===== src/rtl/acc_pkg.sv =====
package acc_pkg;

  typedef enum logic [2:0] {
    ST_FETCH,
    ST_IWAIT,
    ST_DECODE,
    ST_OWAIT,
    ST_HALT
  } state_e;

  typedef enum logic [2:0] {
    AOP_ADD,
    AOP_SUB,
    AOP_CLR,
    AOP_NEG,
    AOP_NOT,
    AOP_INC
  } alu_op_e;

  localparam int unsigned OP_W_DEF   = 4;
  localparam int unsigned ADDR_W_DEF = 12;

  localparam logic [3:0] OPC_ADD = 4'h0;
  localparam logic [3:0] OPC_SUB = 4'h1;
  localparam logic [3:0] OPC_EXT = 4'hF;

  // extended sub-codes, low bits of the field
  localparam int unsigned EXT_CLR = 0;
  localparam int unsigned EXT_NEG = 1;
  localparam int unsigned EXT_NOT = 2;
  localparam int unsigned EXT_INC = 3;

endpackage


===== src/rtl/acc_alu.sv =====
module acc_alu
  import acc_pkg::*;
#(
  parameter int unsigned DATA_W = 16
) (
  input  logic [DATA_W-1:0] acc_i,
  input  logic [DATA_W-1:0] opnd_i,
  input  alu_op_e           op_i,
  output logic [DATA_W-1:0] res_o
);

  always_comb begin
    unique case (op_i)
      AOP_ADD: res_o = acc_i + opnd_i;
      AOP_SUB: res_o = acc_i - opnd_i;
      AOP_CLR: res_o = '0;
      AOP_NEG: res_o = DATA_W'(0) - acc_i;
      AOP_NOT: res_o = ~acc_i;
      AOP_INC: res_o = acc_i + DATA_W'(1);
      default: res_o = acc_i;
    endcase
  end

endmodule


===== src/rtl/acc_pc.sv =====
module acc_pc #(
  parameter int unsigned ADDR_W = 12
) (
  input  logic              clk_i,
  input  logic              rst_ni,
  input  logic              inc_i,
  output logic [ADDR_W-1:0] pc_o
);

  logic [ADDR_W-1:0] pc_q;

  always_ff @(posedge clk_i or negedge rst_ni) begin
    if (!rst_ni)    pc_q <= '0;
    else if (inc_i) pc_q <= pc_q + ADDR_W'(1);
  end

  assign pc_o = pc_q;

endmodule


===== src/rtl/acc_ctrl.sv =====
module acc_ctrl
  import acc_pkg::*;
#(
  parameter int unsigned OP_W   = 4,
  parameter int unsigned ADDR_W = 12,
  localparam int unsigned DATA_W = OP_W + ADDR_W
) (
  input  logic              clk_i,
  input  logic              rst_ni,
  input  logic [DATA_W-1:0] rdata_i,
  output logic              fetch_o,
  output logic              rd_o,
  output logic              opnd_sel_o,
  output logic [ADDR_W-1:0] field_o,
  output logic              acc_we_o,
  output alu_op_e           alu_op_o,
  output logic              halted_o
);

  state_e            state_q;
  logic [DATA_W-1:0] ir_q;
  logic [OP_W-1:0]   op;
  logic [ADDR_W-1:0] field;
  logic              is_mem, is_ext, is_halt, ext_known;

  assign op    = ir_q[DATA_W-1:ADDR_W];
  assign field = ir_q[ADDR_W-1:0];

  assign is_mem    = (op == OP_W'(OPC_ADD)) || (op == OP_W'(OPC_SUB));
  assign is_ext    = (op == OP_W'(OPC_EXT));
  assign is_halt   = is_ext && (field == {ADDR_W{1'b1}});
  assign ext_known = is_ext && (field <= ADDR_W'(EXT_INC));

  always_ff @(posedge clk_i or negedge rst_ni) begin
    if (!rst_ni) begin
      state_q <= ST_FETCH;
      ir_q    <= '0;
    end else begin
      unique case (state_q)
        ST_FETCH: state_q <= ST_IWAIT;
        ST_IWAIT: begin
          ir_q    <= rdata_i;
          state_q <= ST_DECODE;
        end
        ST_DECODE: begin
          if (is_mem)       state_q <= ST_OWAIT;
          else if (is_halt) state_q <= ST_HALT;
          else              state_q <= ST_FETCH;
        end
        ST_OWAIT: state_q <= ST_FETCH;
        default:  state_q <= ST_HALT;
      endcase
    end
  end

  always_comb begin
    alu_op_o = AOP_ADD;
    if (state_q == ST_OWAIT) begin
      alu_op_o = (op == OP_W'(OPC_SUB)) ? AOP_SUB : AOP_ADD;
    end else begin
      unique case (field)
        ADDR_W'(EXT_CLR): alu_op_o = AOP_CLR;
        ADDR_W'(EXT_NEG): alu_op_o = AOP_NEG;
        ADDR_W'(EXT_NOT): alu_op_o = AOP_NOT;
        ADDR_W'(EXT_INC): alu_op_o = AOP_INC;
        default:          alu_op_o = AOP_ADD;
      endcase
    end
  end

  assign fetch_o    = (state_q == ST_FETCH);
  assign opnd_sel_o = (state_q == ST_DECODE);
  assign rd_o       = fetch_o || (opnd_sel_o && is_mem);
  assign acc_we_o   = (state_q == ST_OWAIT) || (opnd_sel_o && ext_known);
  assign field_o    = field;
  assign halted_o   = (state_q == ST_HALT);

endmodule


===== src/rtl/acc_core.sv =====
module acc_core
  import acc_pkg::*;
#(
  parameter int unsigned OP_W   = OP_W_DEF,
  parameter int unsigned ADDR_W = ADDR_W_DEF,
  localparam int unsigned DATA_W = OP_W + ADDR_W
) (
  input  logic              clk_i,
  input  logic              rst_ni,
  output logic              mem_rd_o,
  output logic [ADDR_W-1:0] mem_addr_o,
  input  logic [DATA_W-1:0] mem_rdata_i,
  output logic [DATA_W-1:0] acc_o,
  output logic [ADDR_W-1:0] pc_o,
  output logic              halted_o
);

  logic              fetch_w, opnd_sel_w, acc_we_w;
  logic [ADDR_W-1:0] field_w, pc_w;
  logic [DATA_W-1:0] acc_q, alu_res_w;
  alu_op_e           alu_op_w;

  acc_ctrl #(.OP_W(OP_W), .ADDR_W(ADDR_W)) i_ctrl (
    .clk_i      (clk_i),
    .rst_ni     (rst_ni),
    .rdata_i    (mem_rdata_i),
    .fetch_o    (fetch_w),
    .rd_o       (mem_rd_o),
    .opnd_sel_o (opnd_sel_w),
    .field_o    (field_w),
    .acc_we_o   (acc_we_w),
    .alu_op_o   (alu_op_w),
    .halted_o   (halted_o)
  );

  acc_pc #(.ADDR_W(ADDR_W)) i_pc (
    .clk_i  (clk_i),
    .rst_ni (rst_ni),
    .inc_i  (fetch_w),
    .pc_o   (pc_w)
  );

  acc_alu #(.DATA_W(DATA_W)) i_alu (
    .acc_i  (acc_q),
    .opnd_i (mem_rdata_i),
    .op_i   (alu_op_w),
    .res_o  (alu_res_w)
  );

  always_ff @(posedge clk_i or negedge rst_ni) begin
    if (!rst_ni)       acc_q <= '0;
    else if (acc_we_w) acc_q <= alu_res_w;
  end

  assign mem_addr_o = opnd_sel_w ? field_w : pc_w;
  assign acc_o      = acc_q;
  assign pc_o       = pc_w;

endmodule


===== config.mk =====
export PLATFORM = sky130hd
export DESIGN_NAME = acc_core
export DESIGN_NICKNAME = d
export VERILOG_FILES = /design/src/rtl/acc_pkg.sv /design/src/rtl/acc_alu.sv /design/src/rtl/acc_pc.sv /design/src/rtl/acc_ctrl.sv /design/src/rtl/acc_core.sv
export SDC_FILE = /design/constraint.sdc
export NUM_CORES = 1
export LEC_CHECK = 0
export BUFFER_PORTS_ARGS = -buffer_cell sky130_fd_sc_hd__buf_4
export CORE_UTILIZATION = 46
export DETAILED_ROUTE_END_ITERATION = 16
export PLACE_DENSITY = 0.66
export REMOVE_ABC_BUFFERS = 1
export SETUP_SLACK_MARGIN = 0.4
export SLEW_MARGIN = 15
export SYNTH_ARGS = -nofsm -noshare
export SYNTH_HDL_FRONTEND = slang
export SYNTH_HIERARCHICAL = 1
export SYNTH_SLANG_ARGS = --single-unit

===== constraint.sdc =====
create_clock -name clk_i -period 11.9 [get_ports clk_i]
set_input_delay 1.785 -clock clk_i [delete_from_list [all_inputs] [get_ports clk_i]]
set_output_delay 1.785 -clock clk_i [all_outputs]
set_load 0.03 [all_outputs]

Word level (Yosys, flattened, before mapping). Index checks and enable logic that the tools add are counted.

Add/subtract/negate cells: 5. Magnitude comparators: 1. Equality and inequality tests: 15. Multiplexer cells: 8. Bitwise operators: 1. Reduce and logical (&&, ||, !) cells: 13.

Operator list (number): $pmux 16 s6 (1); $eq 12x2->1 const B (2); $pmux 3 s4 (2); $add 16x1->16 const B (1); $add 16x16->16 (1); $not 16->16 (1); $sub 1x16->16 const A (1); $sub 16x16->16 (1); $add 12x1->12 const B (1); $eq 12x1->1 const B (1); $eq 12x12->1 const B (1); $eq 3x2->1 const B (4); $le 12x2->1 const B (1); $logic_not 12->1 (1); $mux 12 (1); $eq 3x3->1 const B (3); $mux 3 (3); $eq 3x1->1 const B (2); $logic_not 3->1 (2); $reduce_bool 6->1 (1); $eq 4x1->1 const B (1); $eq 4x4->1 const B (1); $logic_and 1x1->1 (4); $logic_not 4->1 (1); 3 further kinds (5).

Bits in registers: 47. Bits of input ports: 18.

Longest topological paths before layout. Gate-level depths: netlist (run 1).

Depth after elaboration: 6. Depth in mapped cells: 18.

Hierarchy. The synthesis (run 1) kept the hierarchy.

By module, submodules not included: acc_alu (times used 1, cells an instance 340, area an instance 2137.0 µm²); acc_ctrl (times used 1, cells an instance 75, area an instance 947.2 µm²); acc_core (times used 1, cells an instance 47, area an instance 792.0 µm²); acc_pc (times used 1, cells an instance 44, area an instance 541.8 µm²).

Worst setup path before layout (run 1). No wires, ideal clock.

Path type: input-to-reg. Start point: input mem_rdata_i[5]. End point: register acc_q[14] (netlist: acc_o[14]). Setup time: 0.125 ns. Arrival: 4.515 ns. Required time: 11.775 ns. Slack: 7.260 ns. Stages on the path: 12. Cell sequence: or3_1 -> nand3b_4 -> o31ai_1 -> xor2_1 -> a21oi_1 -> ha_1 -> a21oi_1 -> or3b_1 -> o221ai_1 -> mux2i_1 -> o21ai_0 -> mux2_2.

Word-level cells in the longest chain between the ends: 2. Elaborated cells on any way between the ends: 3. Classes of those cells: add/sub: 2; mux: 1.

Ends and longest elaborated chain: start, declared (line acc_core.sv:12) `input logic [DATA_W-1:0] mem_rdata_i,`; $sub 16x16->16 / $add 16x16->16 (equally long branches) (line acc_alu.sv:15, acc_alu.sv:14); $pmux 16 s6 * (line acc_alu.sv:13) `unique case (op_i)`; named net alu_res_w[14] (line acc_core.sv:20) `logic [DATA_W-1:0] acc_q, alu_res_w;`; end signal, assigned (line acc_core.sv:52) `else if (acc_we_w) acc_q <= alu_res_w;`; end, declared (line acc_core.sv:20).

The timed path passes the listed nets; every way through them passes the cells marked *. A chain may end at the register's enable or synchronous reset.

Worst setup path in the final report (run 1).
Start point: register i_ctrl.ir_q[2]. End point: register acc_q[14] (netlist: acc_o[14]).

Elaborated cells on any way between the ends: 19. Classes of those cells: order compare: 1; eq/ne: 8; mux: 3; reduce/logical: 7.

RTL lines: start, declared (line acc_ctrl.sv:21) `logic [DATA_W-1:0] ir_q;`; start signal, assigned (line acc_ctrl.sv:42) `ir_q <= rdata_i;`; $eq 12x2->1 (tied with other cells) (line acc_ctrl.sv:61) `unique case (field)`; $pmux 3 s4 * (line acc_ctrl.sv:61); $mux 3 * (line acc_ctrl.sv:58) `if (state_q == ST_OWAIT) begin`; named net alu_op_w[1] (line acc_core.sv:21) `alu_op_e alu_op_w;`; $eq 3x3->1 (tied with other cells) (line acc_alu.sv:13); $pmux 16 s6 * (line acc_alu.sv:13); named net alu_res_w[14] (line acc_core.sv:20).

Marks and branches as above.

==> results of run 1 <==
-- cells by family after synthesis --
group	synth area share, %
DFF	26.6
adders and majority gates	6.40
AOI/OAI and AO/OA	18.4
and+or+nand+nor	22.1
xor gates and xnor gates	4.96
muxes	14.6
buffers and inverters	6.83
-- worst min path at each step --
stage / cells after the start / slack, ps / endpoint
final: 1 / 510 / i_pc/pc_o[11]
after global routing: 1 / 520 / i_pc/pc_o[11]
after CTS: 1 / 500 / i_pc/pc_o[11]
after detailed placement: 1 / 490 / i_pc/pc_o[11]
after global placement: 1 / 480 / i_pc/pc_o[11]
after floorplan: 1 / 500 / i_ctrl/ir_q[12]
-- flip-flops by register name, summed over array words and instances, names as in the netlist --
register,cells
i_ctrl/ir_q,16
i_ctrl/state_q,3
acc_o,16
i_pc/pc_o,12
-- Yosys cell counts (6+ instances only) --
library cell	n	area, um2
ha_1	21	263
nor3_1	25	125
nand2b_1	6	37.5
nor4_1	6	37.5
a21oi_1	34	170
mux2_4	10	150
inv_1	14	52.6
xnor2_1	13	114
mux2_2	35	394
a21o_1	7	52.6
buf_4	13	97.6
clkbuf_1	10	37.5
or3_1	6	37.5
nand2_1	53	199
nor2_1	33	124
a31oi_1	8	50.1
nand3_1	12	60.1
mux2i_1	9	90.1
dfrtp_1	47	1180
nand4_1	9	56.3
o21ai_0	43	215
a211oi_1	6	45.0
xor2_1	12	105
-- per-layer routing --
metal,track usage [%],up-vias
met2,34.4,96
li1,-,1927
met3,2.86,18
met5,0,-
met1,34.1,1918
met4,6.69,0
-- cell usage in the layout, fill, tap and decap left out, types with 7 or more instances in the layout --
cell type and n:
nand4_1 9, nand2_1 53, ha_1 21, o21ai_0 42, a21oi_1 34, a31oi_1 8, mux2_2 35, nand3_1 12
inv_1 14, nor2_1 33, nor3_1 24, mux2_4 10, xnor2_1 13, xor2_1 12, buf_4 64, a21o_1 7
dfrtp_1 47, mux2i_1 9
-- area by class of cell --
class                      count  area, um2
clock inverter                 3       47.5
inverter                      14       52.6
sequential                    47       1180
multi-input combinational    413       2950
timing repair buffer          64        480
tap                          129        161
fill                         928       4340
clock buffer                   5       68.8
-- worst register-to-register path, stage by stage (launching register included) --
cell and delay [ps]:
dfrtp_1 450, nor4_1 360, nand3_1 240, nor3_2 160, buf_4 390, nand2b_1 800
nand2_1 140, o21ai_0 160, inv_1 100, fa_1 450, nor2b_1 170, o2111ai_1 170
a21oi_1 380, o221ai_1 220, mux2i_1 170, o21ai_0 80, mux2_2 270
-- stage by stage --
stage               setup slack, ps  std cells  util [%]
floorplan                      6010        474         -
global placement               6920        667      52.0
detailed placement             6860        667      52.0
CTS                            7150        675      53.2
global route                   6730        675      53.2
finish                         7080        675      53.2
-- power breakdown --
group / switching, uW / total [uW] / internal (uW)
clock network: 63.5 / 127 / 63.9
registers: 134 / 365 / 231
logic: 453 / 851 / 397
==> key figures, run 1 <==
STA
  – Final Hold Vio Count: 0
  – Min cycle time layout: approximately 4800 ps
  – Slew @ Worst Pin: 929 ps
  – Max-slew violations: 0
  – F_max: 207 MHz
  – WHS: roughly 510 ps
  – Setup-failing EPs final: 0
  – RSZ-0062 raised after global routing: false
  – Max_slew headroom: between 30% and 40%
  – Worst Skew: ~2.6 ps
  – Final TNS setup: 0 ps
  – Tcrit/Tclk final: between 40% and 50%

Die
  – IO Pins: 60
  – Die W: around 100 um
  – Die area: roughly 10000 um2
  – Core area: 9280 um2
  – Initial Util: about 48%
  – Site Rows: 35
  – Die Y: approximately 100 um

CTS
  – Clk pin slew, worst setup/hold paths: roughly 100 ps
  – H-Tree Depth: 2
  – Clk_lat worst skew: 310 ps
  – Num CTS Buffers: 5
  – Clock sinks: 47
  – Root Buffer: clkbuf_8
  – Setup bufs post-CTS: 0
  – TritonCTS clock tree: yes
  – CTS Hold Buffers Added: 0
  – Clk buf depth: 2
  – Post-CTS Resized: 0

GRT
  – Antenna violations before repair: 0
  – GRT Util Overall: a little under a quarter
  – First-pass GRT wire length: roughly 18000 um
  – Total gr overflow: 0
  – Pin count of the biggest net entering global routing: between 40 and 50
  – Vias in the first global route: 3490

Cells and area
  – Cell area after layout: 4940 um2
  – Share of layout cells above drive strength 1: between 20 and 30%
  – Final Net Count: slightly below 600
  – Antenna cells: 0
  – Area Overhead vs Synth: 11.8%

Drt
  – Met3 Wirelength: around 400 um
  – Routed wire length: around 11000 um
  – Post-DR wirelength/cell: 16.6 um
  – Vias: 3959
  – Uppermost layer routed: met4
  – Final ANT Viol Nets: 0
  – DRC Markers: 0
  – 1st-pass router iterations: 6
  – Vias per cell: about 5.9
  – DRT iter0 DRCs: 219
  – Post-Route M1 WL: between 5000 and 6000 um
  – Met2 wire len: between 5000 and 6000 um

Critical path
  – CP required: 12110 ps
  – Critical Path End: acc_o[14]
  – Worst setup SP type: flop
  – CP max FO: 42
  – WP depth: 16
  – Crit Reg-Reg Startpoint: i_ctrl/ir_q[2]
  – CP Launch Point: i_ctrl/ir_q[2]
  – Worst reg2reg endpoint: acc_o[14]
  – Cell family with most CP delay: simple AND/OR/NAND/NOR gates
  – R2r setup slk: 7080 ps
  – Crit-path cells: nor4_1 > nand3_1 > nor3_2 > buf_4 > nand2b_1 > nand2_1 > o21ai_0 > inv_1 > fa_1 > nor2b_1 > o2111ai_1 > a21oi_1 > o221ai_1 > mux2i_1 > o21ai_0 > mux2_2
  – Crit path top cell by count: o21ai_0
  – Buffers & Inverters on Critical Path: 2
  – Critical path arrival: ~5000 ps
  – Crit path max-delay cell type: nand2b_1
  – CP peak stage delay: ~800 ps
  – Crit Path Class: flop to flop
  – FF-to-FF path depth: 16
  – Crit. End Element: flop

Synthesis
  – Syn. warnings: 6
  – Post-synthesis area per instance: between 8 and 9 um2
  – Mapped Cells: between 500 and 600
  – Post-synthesis cell area: between 4000 and 5000 um2
  – Post-synthesis async set-or-reset flop share: 100%
  – Library cells used by synthesis: just under 70
  – EDFF count, synth: 0
  – Most used DFF post-synth: dfrtp_1
  – Synthesized flop and latch total: 47
  – Seq/Total Area, Yosys: about a quarter

Power
  – Maximum VDD drop: around 0.16 mV
  – Total power: around 1300 uW
  – P per Cell Area: roughly 270 nW/um2
  – Pleak: between 0.002 and 0.0025 uW

Flow run
  – Count of maximum capacitance violations: 0

Worst hold path
  – Hold Path Origin: i_pc/pc_o[11]
  – Hold Path Class: flop to flop

Placed design
  – RD Place Congestion: 0.856
  – Placed cell area: 4820 um2
  – PortBufs: between 50 and 60
  – DPL Wire Length: 8140 um

Status
  – Result of the run: finished, final reports clean
Note: power is estimated with default switching activity, not from simulation.
==> run 2: changes to the inputs <==
- clock period: 11.9 -> 4.55 ns (I/O delays scaled with it)
==> run 2 against run 1 <==
Hold slack worse by 150 ps. Critical endpoint unchanged. Via count up 0.71%. Non-clock buffer count up 4. Sequential power rose to 2.6 times the previous value. Critical path depth down 1. Largest cell class unchanged. Count of clock-buffer cells in the layout unchanged. Final cell count up 0.59%. Critical path type unchanged. Combinational power rose to 2.6 times the previous value. Die area unchanged. Cell area up 0.96%. Clock power rose to 2.6 times the previous value.
==> key figures, run 2 (synthesis results as in run 1) <==
STA
  – Slew @ Worst Pin: 907 ps (was 929 ps)
  – RSZ-0062 raised after global routing: true (was false)
  – Max_slew headroom: 39.5% (was 38.1%)
  – Min cycle time layout: 3900 ps (was 4820 ps)
  – Tcrit/Tclk final: 85.8% (was 40.5%)
  – Setup-failing EPs final: 0 (unchanged)
  – F_max: 256 MHz (was 207 MHz)
  – Max-slew violations: 0 (unchanged)
  – Final Hold Vio Count: 0 (unchanged)
  – Worst Skew: 8.32 ps (was 2.58 ps)

Placed design
  – PortBufs: 59 (unchanged)
  – DPL Wire Length: 8240 um (was 8140 um)
  – RD Place Congestion: 0.947 (was 0.856)
  – Placed cell area: 4850 um2 (was 4820 um2)

Cells and area
  – Final Net Count: 589 (was 585)
  – Cell area after layout: 4990 um2 (was 4940 um2)
  – Most common library cell in the layout ignoring fill and taps: buf_4 (unchanged)
  – Most frequent cells in the layout: buf_4 (67), nand2_1 (53), dfrtp_1 (47), o21ai_0 (41), mux2_2 (35) (was buf_4 (64), nand2_1 (53), dfrtp_1 (47), o21ai_0 (42), mux2_2 (35))
  – Area Overhead vs Synth: 12.9% (was 11.8%)
  – Layout fillers: 875 (was 928)
  – Antenna cells: 0 (unchanged)
  – Share of layout cells above drive strength 1: 26.2% (was 25.1%)

Die
  – Core area: 9280 um2 (unchanged)
  – Die area: 10000 um2 (unchanged)
  – Initial Util: 47.6% (unchanged)
  – Site Rows: 35 (unchanged)
  – IO Pins: 60 (unchanged)
  – Die Y: 100 um (unchanged)
  – Die W: 100 um (unchanged)

Critical path
  – Crit path max-delay cell type: nor3_1 (was nand2b_1)
  – CP required: 4750 ps (was 12110 ps)
  – Crit. End Element: flop (unchanged)
  – Worst setup SP type: flop (unchanged)
  – CP max FO: 17 (was 42)
  – Critical path arrival: 4110 ps (was 5030 ps)
  – Crit-path cells: nor3_1 > nand3_1 > o21ai_1 > nand2b_2 > a211oi_1 > a31oi_1 > o21ai_0 > ha_1 > a21oi_1 > o21ai_1 > or3b_1 > o221ai_1 > mux2i_1 > o21ai_0 > mux2_2 (was nor4_1 > nand3_1 > nor3_2 > buf_4 > nand2b_1 > nand2_1 > o21ai_0 > inv_1 > fa_1 > nor2b_1 > o2111ai_1 > a21oi_1 > o221ai_1 > mux2i_1 > o21ai_0 > mux2_2)
  – CP peak stage delay: 410 ps (was 780 ps)
  – Buffers & Inverters on Critical Path: 0 (was 2)
  – Cell family with most CP delay: compound AO/OA/AOI/OAI gates (was simple AND/OR/NAND/NOR gates)
  – Crit Path Class: flop to flop (unchanged)

CTS
  – CTS Hold Buffers Added: 0 (unchanged)
  – Setup bufs post-CTS: 0 (unchanged)
  – H-Tree Depth: 2 (unchanged)
  – Clk_lat worst skew: 310 ps (about the same)
  – Clk pin slew, worst setup/hold paths: 100 ps (about the same)
  – TritonCTS clock tree: yes (unchanged)
  – Root Buffer: clkbuf_8 (unchanged)
  – Clk buf depth: 2 (unchanged)
  – Clock sinks: 47 (unchanged)
  – Num CTS Buffers: 5 (unchanged)

Drt
  – Post-DR wirelength/cell: 16.6 um (about the same)
  – Routed wire length: 11300 um (was 11200 um)
  – 1st-pass router iterations: 4 (was 6)
  – Vias: 3987 (was 3959)
  – DRC Markers: 0 (unchanged)
  – Vias per cell: 5.87 (about the same)
  – Final ANT Viol Nets: 0 (unchanged)
  – DRT iter0 DRCs: 254 (was 219)

Flow run
  – Count of maximum capacitance violations: 0 (unchanged)

GRT
  – GRT Util Overall: 23.1% (was 22.8%)
  – Vias in the first global route: 3638 (was 3490)
  – Antenna violations before repair: 0 (unchanged)
  – First-pass GRT wire length: 18300 um (was 18000 um)
  – Pin count of the biggest net entering global routing: 48 (unchanged)
  – Total gr overflow: 0 (unchanged)

Worst hold path
  – Hold Path Class: input pin to async pin (was flop to flop)

Power
  – Maximum VDD drop: 0.406 mV (was 0.156 mV)
  – Pleak: 0.00218 uW (was 0.00216 uW)
  – Total power: 3530 uW (was 1340 uW)
  – P per Cell Area: 707 nW/um2 (was 272 nW/um2)

Status
  – Result of the run: finished, final reports clean (unchanged)
run 2: cell types whose count changed in the layout (fill, tap and decap cells not counted), sizes merged:
cell,delta
buf,+4
run 2: layout make-up:
class | count | area, um2 | share of cell area [%]
inverter | 14 | 52.6 | 1.05
multi-input combinational | 413 | 2970 | 59.5
timing repair buffer | 68 | 514 | 10.3
clock buffer | 5 | 68.8 | 1.38
tap | 129 | 161 | 3.24
sequential | 47 | 1180 | 23.6
clock inverter | 3 | 47.5 | 0.953
run 2: where the power goes:
group | total (uW) | leakage [uW] | internal (uW) | switching (uW)
Sequential | 942 | 0.000570 | 603 | 339
Combinational | 2250 | 0.00155 | 1050 | 1200
Clock | 333 | 0.0000587 | 167 | 166
run 2: layer usage:
layer	part of all wire, %	track usage, %
met2	47	35.4
met5	0	0
met1	48	33.5
met4	1.8	7.47
met3	3.5	3.20
run 2: path summary, 6_finish.rpt:
kind	start	endpoint	slack [ps]	depth (start not counted)
min in group clk_i	i_pc/pc_o[11]	i_pc/pc_o[11]	500	1
max in group asynchronous	rst_ni	i_ctrl/ir_q[14]	3730	1
min reg2reg	i_pc/pc_o[11]	i_pc/pc_o[11]	500	1
max reg2reg	i_ctrl/ir_q[13]	acc_o[14]	650	15
min	rst_ni	acc_o[13]	360	1
max	i_ctrl/ir_q[13]	acc_o[14]	650	15
run 2: what timing repair did:
action                     in CTS  in global routing
gates resized for setup         1                  5
pin swaps                       0                  0
setup endpoints to repair       1                  8
run 2: stage by stage:
step	setup WS [ps]	TNS, ps	cells	hold WS, ps	util, %
global placement	601	0	671	477	52.3
finish	645	0	679	356	53.7
global route	328	0	679	416	53.7
floorplan	-1340	-14920	474	387	-
CTS	442	0	679	397	53.6
detailed placement	402	0	671	483	52.3
